File: src/rtl/rcCellPkg.sv
package rcCellPkg;

  localparam int SRC_IDX_W  = 2;
  localparam int SH_FIELD_W = 4;

  typedef enum logic [3:0] {
    OP_NOP   = 4'd0,
    OP_ADD   = 4'd1,
    OP_SUB   = 4'd2,
    OP_AND   = 4'd3,
    OP_OR    = 4'd4,
    OP_XOR   = 4'd5,
    OP_MUL   = 4'd6,
    OP_SHL   = 4'd7,
    OP_SHR   = 4'd8,
    OP_SHRND = 4'd9,
    OP_ABSD  = 4'd10,
    OP_MAC   = 4'd11
  } cellOp_e;

  typedef enum logic [1:0] {
    SRC_FIFO = 2'd0,
    SRC_PREV = 2'd1,
    SRC_GRF  = 2'd2,
    SRC_LOR  = 2'd3
  } srcKind_e;

  typedef struct packed {
    srcKind_e               kind;
    logic [SRC_IDX_W-1:0]   idx;
  } srcSel_t;

  // Field order is the control-word bit layout, MSB first.
  typedef struct packed {
    logic [SH_FIELD_W-1:0]  shAmt;
    logic                   lorCoef;
    logic                   mulHigh;
    logic                   isSigned;
    logic                   byteMode;
    srcSel_t                srcC;
    srcSel_t                srcB;
    srcSel_t                srcA;
    cellOp_e                op;
  } cellCfg_t;

  localparam int CFG_WORD_W = $bits(cellCfg_t);

  typedef struct packed {
    logic outWe;
    logic lorWe;
    logic lorTakeCoef;
  } cellStrobe_t;

endpackage

File: src/rtl/rcLaneAlu.sv
module rcLaneAlu
  import rcCellPkg::*;
#(
  parameter int W = 16,
  localparam int SH_W = $clog2(W)
) (
  input  cellOp_e         op,
  input  logic            isSigned,
  input  logic            mulHigh,
  input  logic [SH_W-1:0] shAmt,
  input  logic [W-1:0]    a,
  input  logic [W-1:0]    b,
  input  logic [W-1:0]    c,
  output logic [W-1:0]    y
);

  logic [2*W-1:0]      extA2, extB2, prod;
  logic [W:0]          extA1, extB1, diff, rnd, rsum;
  logic signed [W:0]   rshS;
  logic [W-1:0]        absVal, rndSat;

  always_comb begin
    extA2 = isSigned ? {{W{a[W-1]}}, a} : {{W{1'b0}}, a};
    extB2 = isSigned ? {{W{b[W-1]}}, b} : {{W{1'b0}}, b};
    prod  = extA2 * extB2;

    extA1 = {isSigned & a[W-1], a};
    extB1 = {isSigned & b[W-1], b};
    diff  = extA1 - extB1;
    absVal = diff[W] ? W'(-diff) : diff[W-1:0];

    rnd  = (shAmt == '0) ? '0 : ((W+1)'(1) << (shAmt - 1'b1));
    rsum = extA1 + rnd;
    rshS = isSigned ? ($signed(rsum) >>> shAmt) : $signed(rsum >> shAmt);
    if (isSigned) begin
      if (rshS[W] != rshS[W-1]) rndSat = rshS[W] ? {1'b1, {(W-1){1'b0}}} : {1'b0, {(W-1){1'b1}}};
      else                      rndSat = rshS[W-1:0];
    end else begin
      rndSat = rshS[W] ? {W{1'b1}} : rshS[W-1:0];
    end

    unique case (op)
      OP_ADD:   y = a + b;
      OP_SUB:   y = a - b;
      OP_AND:   y = a & b;
      OP_OR:    y = a | b;
      OP_XOR:   y = a ^ b;
      OP_MUL:   y = mulHigh ? prod[2*W-1:W] : prod[W-1:0];
      OP_SHL:   y = a << shAmt;
      OP_SHR:   y = isSigned ? W'($signed(a) >>> shAmt) : (a >> shAmt);
      OP_SHRND: y = (shAmt == '0) ? a : rndSat;
      OP_ABSD:  y = absVal;
      OP_MAC:   y = prod[W-1:0] + c;
      default:  y = '0;
    endcase
  end

endmodule

File: src/rtl/rcCellCtrl.sv
module rcCellCtrl
  import rcCellPkg::*;
#(
  parameter int DATA_W = 16,
  parameter int CFG_W  = CFG_WORD_W
) (
  input  logic              clk,
  input  logic              rstN,
  input  logic              en,
  input  logic              cfgEn,
  input  logic              cfgAddr,
  input  logic [CFG_W-1:0]  cfgData,
  input  logic              layerSwap,
  output cellCfg_t          actCfg,
  output logic [DATA_W-1:0] actCoef,
  output cellStrobe_t       strobe
);

  localparam int LAYERS = 2;

  cellCfg_t          layerCfg  [LAYERS];
  logic [DATA_W-1:0] layerCoef [LAYERS];
  logic              actSel;

  always_ff @(posedge clk or negedge rstN) begin
    if (!rstN) begin
      actSel <= 1'b0;
      for (int g = 0; g < LAYERS; g++) begin
        layerCfg[g]  <= '0;
        layerCoef[g] <= '0;
      end
    end else begin
      if (cfgEn) begin
        if (cfgAddr) layerCoef[~actSel] <= cfgData[DATA_W-1:0];
        else         layerCfg[~actSel]  <= cellCfg_t'(cfgData);
      end
      if (layerSwap) actSel <= ~actSel;
    end
  end

  assign actCfg  = layerCfg[actSel];
  assign actCoef = layerCoef[actSel];

  always_comb begin
    strobe.outWe       = en && (actCfg.op != OP_NOP) && (actCfg.op <= OP_MAC);
    strobe.lorWe       = en;
    strobe.lorTakeCoef = actCfg.lorCoef;
  end

endmodule

File: src/rtl/rcCellDatapath.sv
module rcCellDatapath
  import rcCellPkg::*;
#(
  parameter int DATA_W   = 16,
  parameter int LANE_W   = 8,
  parameter int NUM_PREV = 4,
  parameter int NUM_GRF  = 4,
  localparam int LANES   = DATA_W / LANE_W,
  localparam int SLOTS   = 1 << SRC_IDX_W
) (
  input  logic                       clk,
  input  logic                       rstN,
  input  cellCfg_t                   cfg,
  input  logic [DATA_W-1:0]          coef,
  input  cellStrobe_t                strobe,
  input  logic [DATA_W-1:0]          fifoIn,
  input  logic [NUM_PREV*DATA_W-1:0] prevRow,
  input  logic [NUM_GRF*DATA_W-1:0]  grfIn,
  output logic [DATA_W-1:0]          resultOut,
  output logic [DATA_W-1:0]          lorOut,
  output logic [DATA_W-1:0]          operandA
);

  logic [DATA_W-1:0] prevW [SLOTS];
  logic [DATA_W-1:0] grfW  [SLOTS];
  logic [DATA_W-1:0] opnd  [3];
  srcSel_t           sel   [3];
  logic [DATA_W-1:0] outReg, lorReg, fullY, laneY, aluY;

  for (genvar k = 0; k < SLOTS; k++) begin : gSlot
    if (k < NUM_PREV) begin : gPrev
      assign prevW[k] = prevRow[k*DATA_W +: DATA_W];
    end else begin : gPrevNone
      assign prevW[k] = '0;
    end
    if (k < NUM_GRF) begin : gGrf
      assign grfW[k] = grfIn[k*DATA_W +: DATA_W];
    end else begin : gGrfNone
      assign grfW[k] = '0;
    end
  end

  assign sel[0] = cfg.srcA;
  assign sel[1] = cfg.srcB;
  assign sel[2] = cfg.srcC;

  always_comb begin
    for (int g = 0; g < 3; g++) begin
      unique case (sel[g].kind)
        SRC_FIFO: opnd[g] = fifoIn;
        SRC_PREV: opnd[g] = prevW[sel[g].idx];
        SRC_GRF:  opnd[g] = grfW[sel[g].idx];
        default:  opnd[g] = lorReg;
      endcase
    end
  end

  rcLaneAlu #(.W(DATA_W)) fullAlu_i (
    .op(cfg.op), .isSigned(cfg.isSigned), .mulHigh(cfg.mulHigh),
    .shAmt(cfg.shAmt[$clog2(DATA_W)-1:0]),
    .a(opnd[0]), .b(opnd[1]), .c(opnd[2]), .y(fullY)
  );

  for (genvar l = 0; l < LANES; l++) begin : gLane
    rcLaneAlu #(.W(LANE_W)) laneAlu_i (
      .op(cfg.op), .isSigned(cfg.isSigned), .mulHigh(cfg.mulHigh),
      .shAmt(cfg.shAmt[$clog2(LANE_W)-1:0]),
      .a(opnd[0][l*LANE_W +: LANE_W]), .b(opnd[1][l*LANE_W +: LANE_W]),
      .c(opnd[2][l*LANE_W +: LANE_W]), .y(laneY[l*LANE_W +: LANE_W])
    );
  end

  assign aluY = cfg.byteMode ? laneY : fullY;

  always_ff @(posedge clk or negedge rstN) begin
    if (!rstN) begin
      outReg <= '0;
      lorReg <= '0;
    end else begin
      if (strobe.outWe) outReg <= aluY;
      if (strobe.lorWe) lorReg <= strobe.lorTakeCoef ? coef : opnd[0];
    end
  end

  assign resultOut = outReg;
  assign lorOut    = lorReg;
  assign operandA  = opnd[0];

endmodule

File: src/rtl/rcCell.sv
module rcCell
  import rcCellPkg::*;
#(
  parameter int DATA_W   = 16,
  parameter int LANE_W   = 8,
  parameter int NUM_PREV = 4,
  parameter int NUM_GRF  = 4,
  parameter int CFG_W    = CFG_WORD_W
) (
  input  logic                       clk,
  input  logic                       rstN,
  input  logic                       en,
  input  logic [DATA_W-1:0]          fifoIn,
  input  logic [NUM_PREV*DATA_W-1:0] prevRow,
  input  logic [NUM_GRF*DATA_W-1:0]  grfIn,
  input  logic                       cfgEn,
  input  logic                       cfgAddr,
  input  logic [CFG_W-1:0]           cfgData,
  input  logic                       layerSwap,
  output logic [DATA_W-1:0]          resultOut,
  output logic [DATA_W-1:0]          lorOut
);

  cellCfg_t          actCfg;
  logic [DATA_W-1:0] actCoef;
  cellStrobe_t       strobe;
  logic [DATA_W-1:0] operandA;

  rcCellCtrl #(.DATA_W(DATA_W), .CFG_W(CFG_W)) ctrl_i (
    .clk(clk), .rstN(rstN), .en(en), .cfgEn(cfgEn), .cfgAddr(cfgAddr),
    .cfgData(cfgData), .layerSwap(layerSwap),
    .actCfg(actCfg), .actCoef(actCoef), .strobe(strobe)
  );

  rcCellDatapath #(.DATA_W(DATA_W), .LANE_W(LANE_W), .NUM_PREV(NUM_PREV), .NUM_GRF(NUM_GRF)) dp_i (
    .clk(clk), .rstN(rstN), .cfg(actCfg), .coef(actCoef), .strobe(strobe),
    .fifoIn(fifoIn), .prevRow(prevRow), .grfIn(grfIn),
    .resultOut(resultOut), .lorOut(lorOut), .operandA(operandA)
  );

endmodule

File: config.mk
export PLATFORM = sky130hd
export DESIGN_NAME = rcCell
export DESIGN_NICKNAME = d
export VERILOG_FILES = /design/src/rtl/rcCellPkg.sv /design/src/rtl/rcLaneAlu.sv /design/src/rtl/rcCellCtrl.sv /design/src/rtl/rcCellDatapath.sv /design/src/rtl/rcCell.sv
export SDC_FILE = /design/constraint.sdc
export NUM_CORES = 2
export LEC_CHECK = 0
export BUFFER_PORTS_ARGS = -buffer_cell sky130_fd_sc_hd__buf_2
export CORE_AREA = 2 2 383 385
export CTS_CLUSTER_SIZE = 12
export DETAILED_ROUTE_END_ITERATION = 7
export DIE_AREA = 0 0 385 387
export PLACE_DENSITY = 0.42
export SYNTH_ARGS = -nofsm -noshare
export SYNTH_HDL_FRONTEND = slang
export SYNTH_HIERARCHICAL = 1
export SYNTH_SLANG_ARGS = --single-unit
File: constraint.sdc
create_clock -name clk -period 11.3 [get_ports clk]
set_input_delay 0.565 -clock clk [delete_from_list [all_inputs] [get_ports clk]]
set_output_delay 0.565 -clock clk [all_outputs]
set_load 0.01 [all_outputs]
Word-level counts from Yosys, hierarchy flattened
Cells that the tools add are included.
Word-level totals
  flip-flop bits (word level): 113
  input bits: 174
  logic and storage cells: 200
Operators by class
  add/subtract/negate cells: 20
  $mul: 3
  magnitude comparators: 7
  equal/unequal tests: 20
  shift-type cells: 17
  mux-type cells: 73
  bitwise gates (word level): 20
  reductions and logical operators: 11
Operators by type and width (number)
  $mux W16: 30
  $bmux W16 S2: 6
  $pmux W16 S11: 1
  $pmux W8 S11: 2
  $pmux W16 S3: 3
  $mux W8: 16
  $mux W24: 4
  $mux W32: 2
  $bwmux W48: 1
  $mux W17: 2
  $add A16 B16 Y16: 2
  $add A8 B8 Y8: 4
  $bwmux W32: 1
  $mul A16 B16 Y16: 2
  $mul A32 B32 Y32: 1
  $mux W9: 3
  $demux W24 S1: 1
  $add A9 B9 Y9: 2
  $shr A9 B3 Y9: 2
  $sshr A9 B3 Y9: 2
  $sub A9 B9 Y9: 2
  $add A17 B17 Y17: 1
  $shl A1 B4 Y17 const A: 1
  $shr A17 B4 Y17: 1
  other kinds (43): 79

Longest topological paths before layout
  depth in word-level cells: 19
  mapped depth: 45

By module
The synthesis kept the hierarchy.
Modules (own cells, without submodules)
  rcLaneAlu at dp_i.fullAlu_i: instances 1, cells an instance 2572, area each 20522.2 um2, sequential area each 0.0 um2
  rcLaneAlu at dp_i.gLane[0].laneAlu_i: instances 1, cells an instance 899, area each 6969.2 um2, sequential area each 0.0 um2
  rcLaneAlu at dp_i.gLane[1].laneAlu_i: instances 1, cells an instance 923, area each 6944.2 um2, sequential area each 0.0 um2
  rcCellDatapath: instances 1, cells an instance 572, area each 5357.6 um2, sequential area each 800.8 um2
  rcCellCtrl: instances 1, cells an instance 222, area each 3520.9 um2, sequential area each 2026.9 um2

Worst setup path before layout
OpenSTA, ideal clock, no wires.
  path type: reg-to-reg
  start point: reg ctrl_i.actSel
  end point: reg dp_i.outReg[10], in the netlist dp_i/resultOut[10]
  library setup time: 0.137 ns
  data arrival time: 9.658 ns
  data required time: 11.163 ns
  setup slack: 1.505 ns
  stages on the path, launching flop included: 37
  path buffers: 6
  cell sequence: dfrtp_1 buf_6 buf_2 buf_2 mux2_2 buf_6 mux4_2 nand2b_1 a31oi_1 clkbuf_1 and2_1 clkbuf_1 nand2_1 fa_1 fa_1 inv_1 fa_1 inv_1 fa_1 inv_1 fa_1 fa_1 fa_1 fa_1 ha_1 o21a_1 o21ai_0 a221oi_1 a21o_1 a31o_2 o21ai_0 mux2_2 nor2_1 a2111oi_0 o32ai_1 mux2i_1 a21oi_1
RTL lines
  from (decl): line rcCellCtrl.sv:23  | logic actSel;
  from (signal assigned): line rcCellCtrl.sv:37  | if (layerSwap) actSel <= ~actSel;
  to (signal assigned): line rcCellDatapath.sv:80  | if (strobe.outWe) outReg <= aluY;
  to (decl): line rcCellDatapath.sv:28  | logic [DATA_W-1:0] outReg, lorReg, fullY, laneY, aluY;

==> run_results.csv <==
group,metric,value,unit
status,status,"finished, final reports clean",
timing,finalCriticalPeriod,11.08,ns
cells_and_area,final_common_cell,"inv_1",
floorplan,die_x,385,µm
floorplan,num_rows,140,
timing,drv_slew,0,
cts,cts.path.max_buffers,2,
cells_and_area,drive_above_1_share,13.7,%
floorplan,chipHeight,387,µm
worst_setup_path,cp_data_arrival_time,11.40,ns
cells_and_area,nets,6382,
worst_setup_path,endpoint_kind,"flop",
global_route,grt_max_degree,67,
cts,cts.sinks,113,
timing,clock.fmax,90.2,MHz
synth,yosysWarnings,6,
cts,cts_made_buffers,17,
cells_and_area,syn2layout_area_growth,9.64,%
placed_design,placed_area,0.0467,mm²
global_route,grt_use_total,26.1,%
worst_setup_path,cp_slowest_cell,"fa_1",
global_route,antenna_found_initial,6,
placed_design,dp.cells,7180,
cells_and_area,layout_common_cells,"inv_1 (670), nor2_1 (608), fa_1 (482)",
timing,totalNegativeSetupSlack,0,ns
timing,timing.slew.headroom,29.6,%
timing,clock_skew,0.0343,ns
cells_and_area,final_area,0.0474,mm²
routing,wl_per_cell,27.4,µm
worst_setup_path,critPathMaxFanout,11,
floorplan,start_util,29.8,%
routing,wl,198000,µm
cts,clk_pin_slew,0.06,ns
routing,via_per_inst,5.54,
worst_setup_path,reg2reg_slack,0.22,ns
global_route,grt_pass1_vias,40200,
routing,drtIter0Drc,3531,
synth,syn-instance-count,5172,
worst_setup_path,worst_setup_path_start_kind,"flop",
synth,syn_avg_cell_area,8.35,µm²
placed_design,dp_hpwl,161000,µm
cts,clk_latency,0.48,ns
routing,drc,0,
global_route,grt_remaining_overflow,0,
cells_and_area,final-instance-count-excl-fill,7223,
global_route,grt_pass1_wl,286000,µm
worst_setup_path,worst-setup-path-type,"flop to flop",
floorplan,ios,206,
timing,worstMarginPinSlew,1.04,ns
synth,synthesis.area,0.0432,mm²
timing,hold_viol_final,0,
floorplan,fp.dieArea,0.149,mm²
routing,firstDrtPassIters,6,
routing,num_vias,40000,
cts,cts_root_buf,"clkbuf_16",
timing,timing.final.crit_share,98.1,%
floorplan,coreArea,0.145,mm²
cts,cts_tree,"yes",
placed_design,globalplace.congestion,1.01,
placed_design,port_buffers,205,
worst_hold_path,hp-class,"primary input to asynchronous set/reset pin",
timing,finalSetupViolCount,0,
routing,final_antenna_net_count,0,
cts,htreeDepth,4,
run,max-cap-violations,0,
synth,syn_nets,6265,
worst_setup_path,critPathRequiredTime,11.62,ns
worst_setup_path,max_stage_delay,0.55,ns
-- worst paths after layout --
check / start / to / depth (start not counted)
max in group asynchronous: rstN / dp_i/lorOut[10] / 2
setup reg to reg: ctrl_i/actSel / dp_i/resultOut[13] / 37
min in group clk: layerSwap / ctrl_i/actSel / 2
hold / removal: rstN / ctrl_i/layerCfg[36] / 1
hold reg to reg: ctrl_i/layerCfg[2] / ctrl_i/layerCfg[2] / 1
setup / recovery: ctrl_i/actSel / dp_i/resultOut[13] / 37
-- repair_timing --
action                                  CTS  global route
endpoints found under the setup margin    1             2
buffers inserted                          0             7
hold buffers                              0             0
pin swaps                                 0             2
hold endpoints to repair                  0             0
resized for setup                         3             9
-- routing by layer --
| metal | track usage, % | vias to the layer above | routed length, µm | share of wire [%] |
|---|---|---|---|---|
| li1 | - | 18000 | - | - |
| met1 | 35.9 | 20200 | 87600 | 44 |
| met2 | 40.9 | 1509 | 88800 | 45 |
| met3 | 3.43 | 344 | 11900 | 6.0 |
| met4 | 10.7 | 0 | 9470 | 4.8 |
| met5 | 0 | - | 0 | 0 |
-- metrics by stage --
stage	hold WS [ns]	worst slack, ns	utilization [%]
floorplan	0.269	1.54	-
global placement	0.483	-0.313	32.2
detailed placement	0.487	-0.303	32.2
CTS	0.225	0.0208	32.6
global route	0.283	-0.0317	32.7
finish	0.200	0.220	32.7
-- sequential cells by signal (all words and copies together) (netlist names) --
signal / cells
dp_i/lorOut: 16
ctrl_i/actSel: 1
dp_i/resultOut: 16
ctrl_i/layerCoef: 32
ctrl_i/layerCfg: 48
-- cell type report --
cell class                      instances  area (µm²)
Multi-Input combinational cell       4082       36600
Clock buffer                           18         439
Tap cell                             1917        2400
Inverter                              715        2700
Clock inverter                         14         144
Timing Repair Buffer                  360        2220
Antenna cell                            4        10.0
Sequential cell                       113        2830
Fill cell                           15400       97500
-- critical path: cells and delay by family, from the launching register on --
family	cells	cell delay [ns]
adders and majority gates	10	4.01
AOI/OAI and AO/OA	12	2.81
and+or+nand+nor	5	1.52
buffers and inverters	7	1.05
muxes	2	0.66
DFF	1	0.46
xor gates and xnor gates	1	0.39
Power is left out: the tool's default activity adds up to more than one toggle a clock period on the data nets, which glitch-free logic cannot reach.
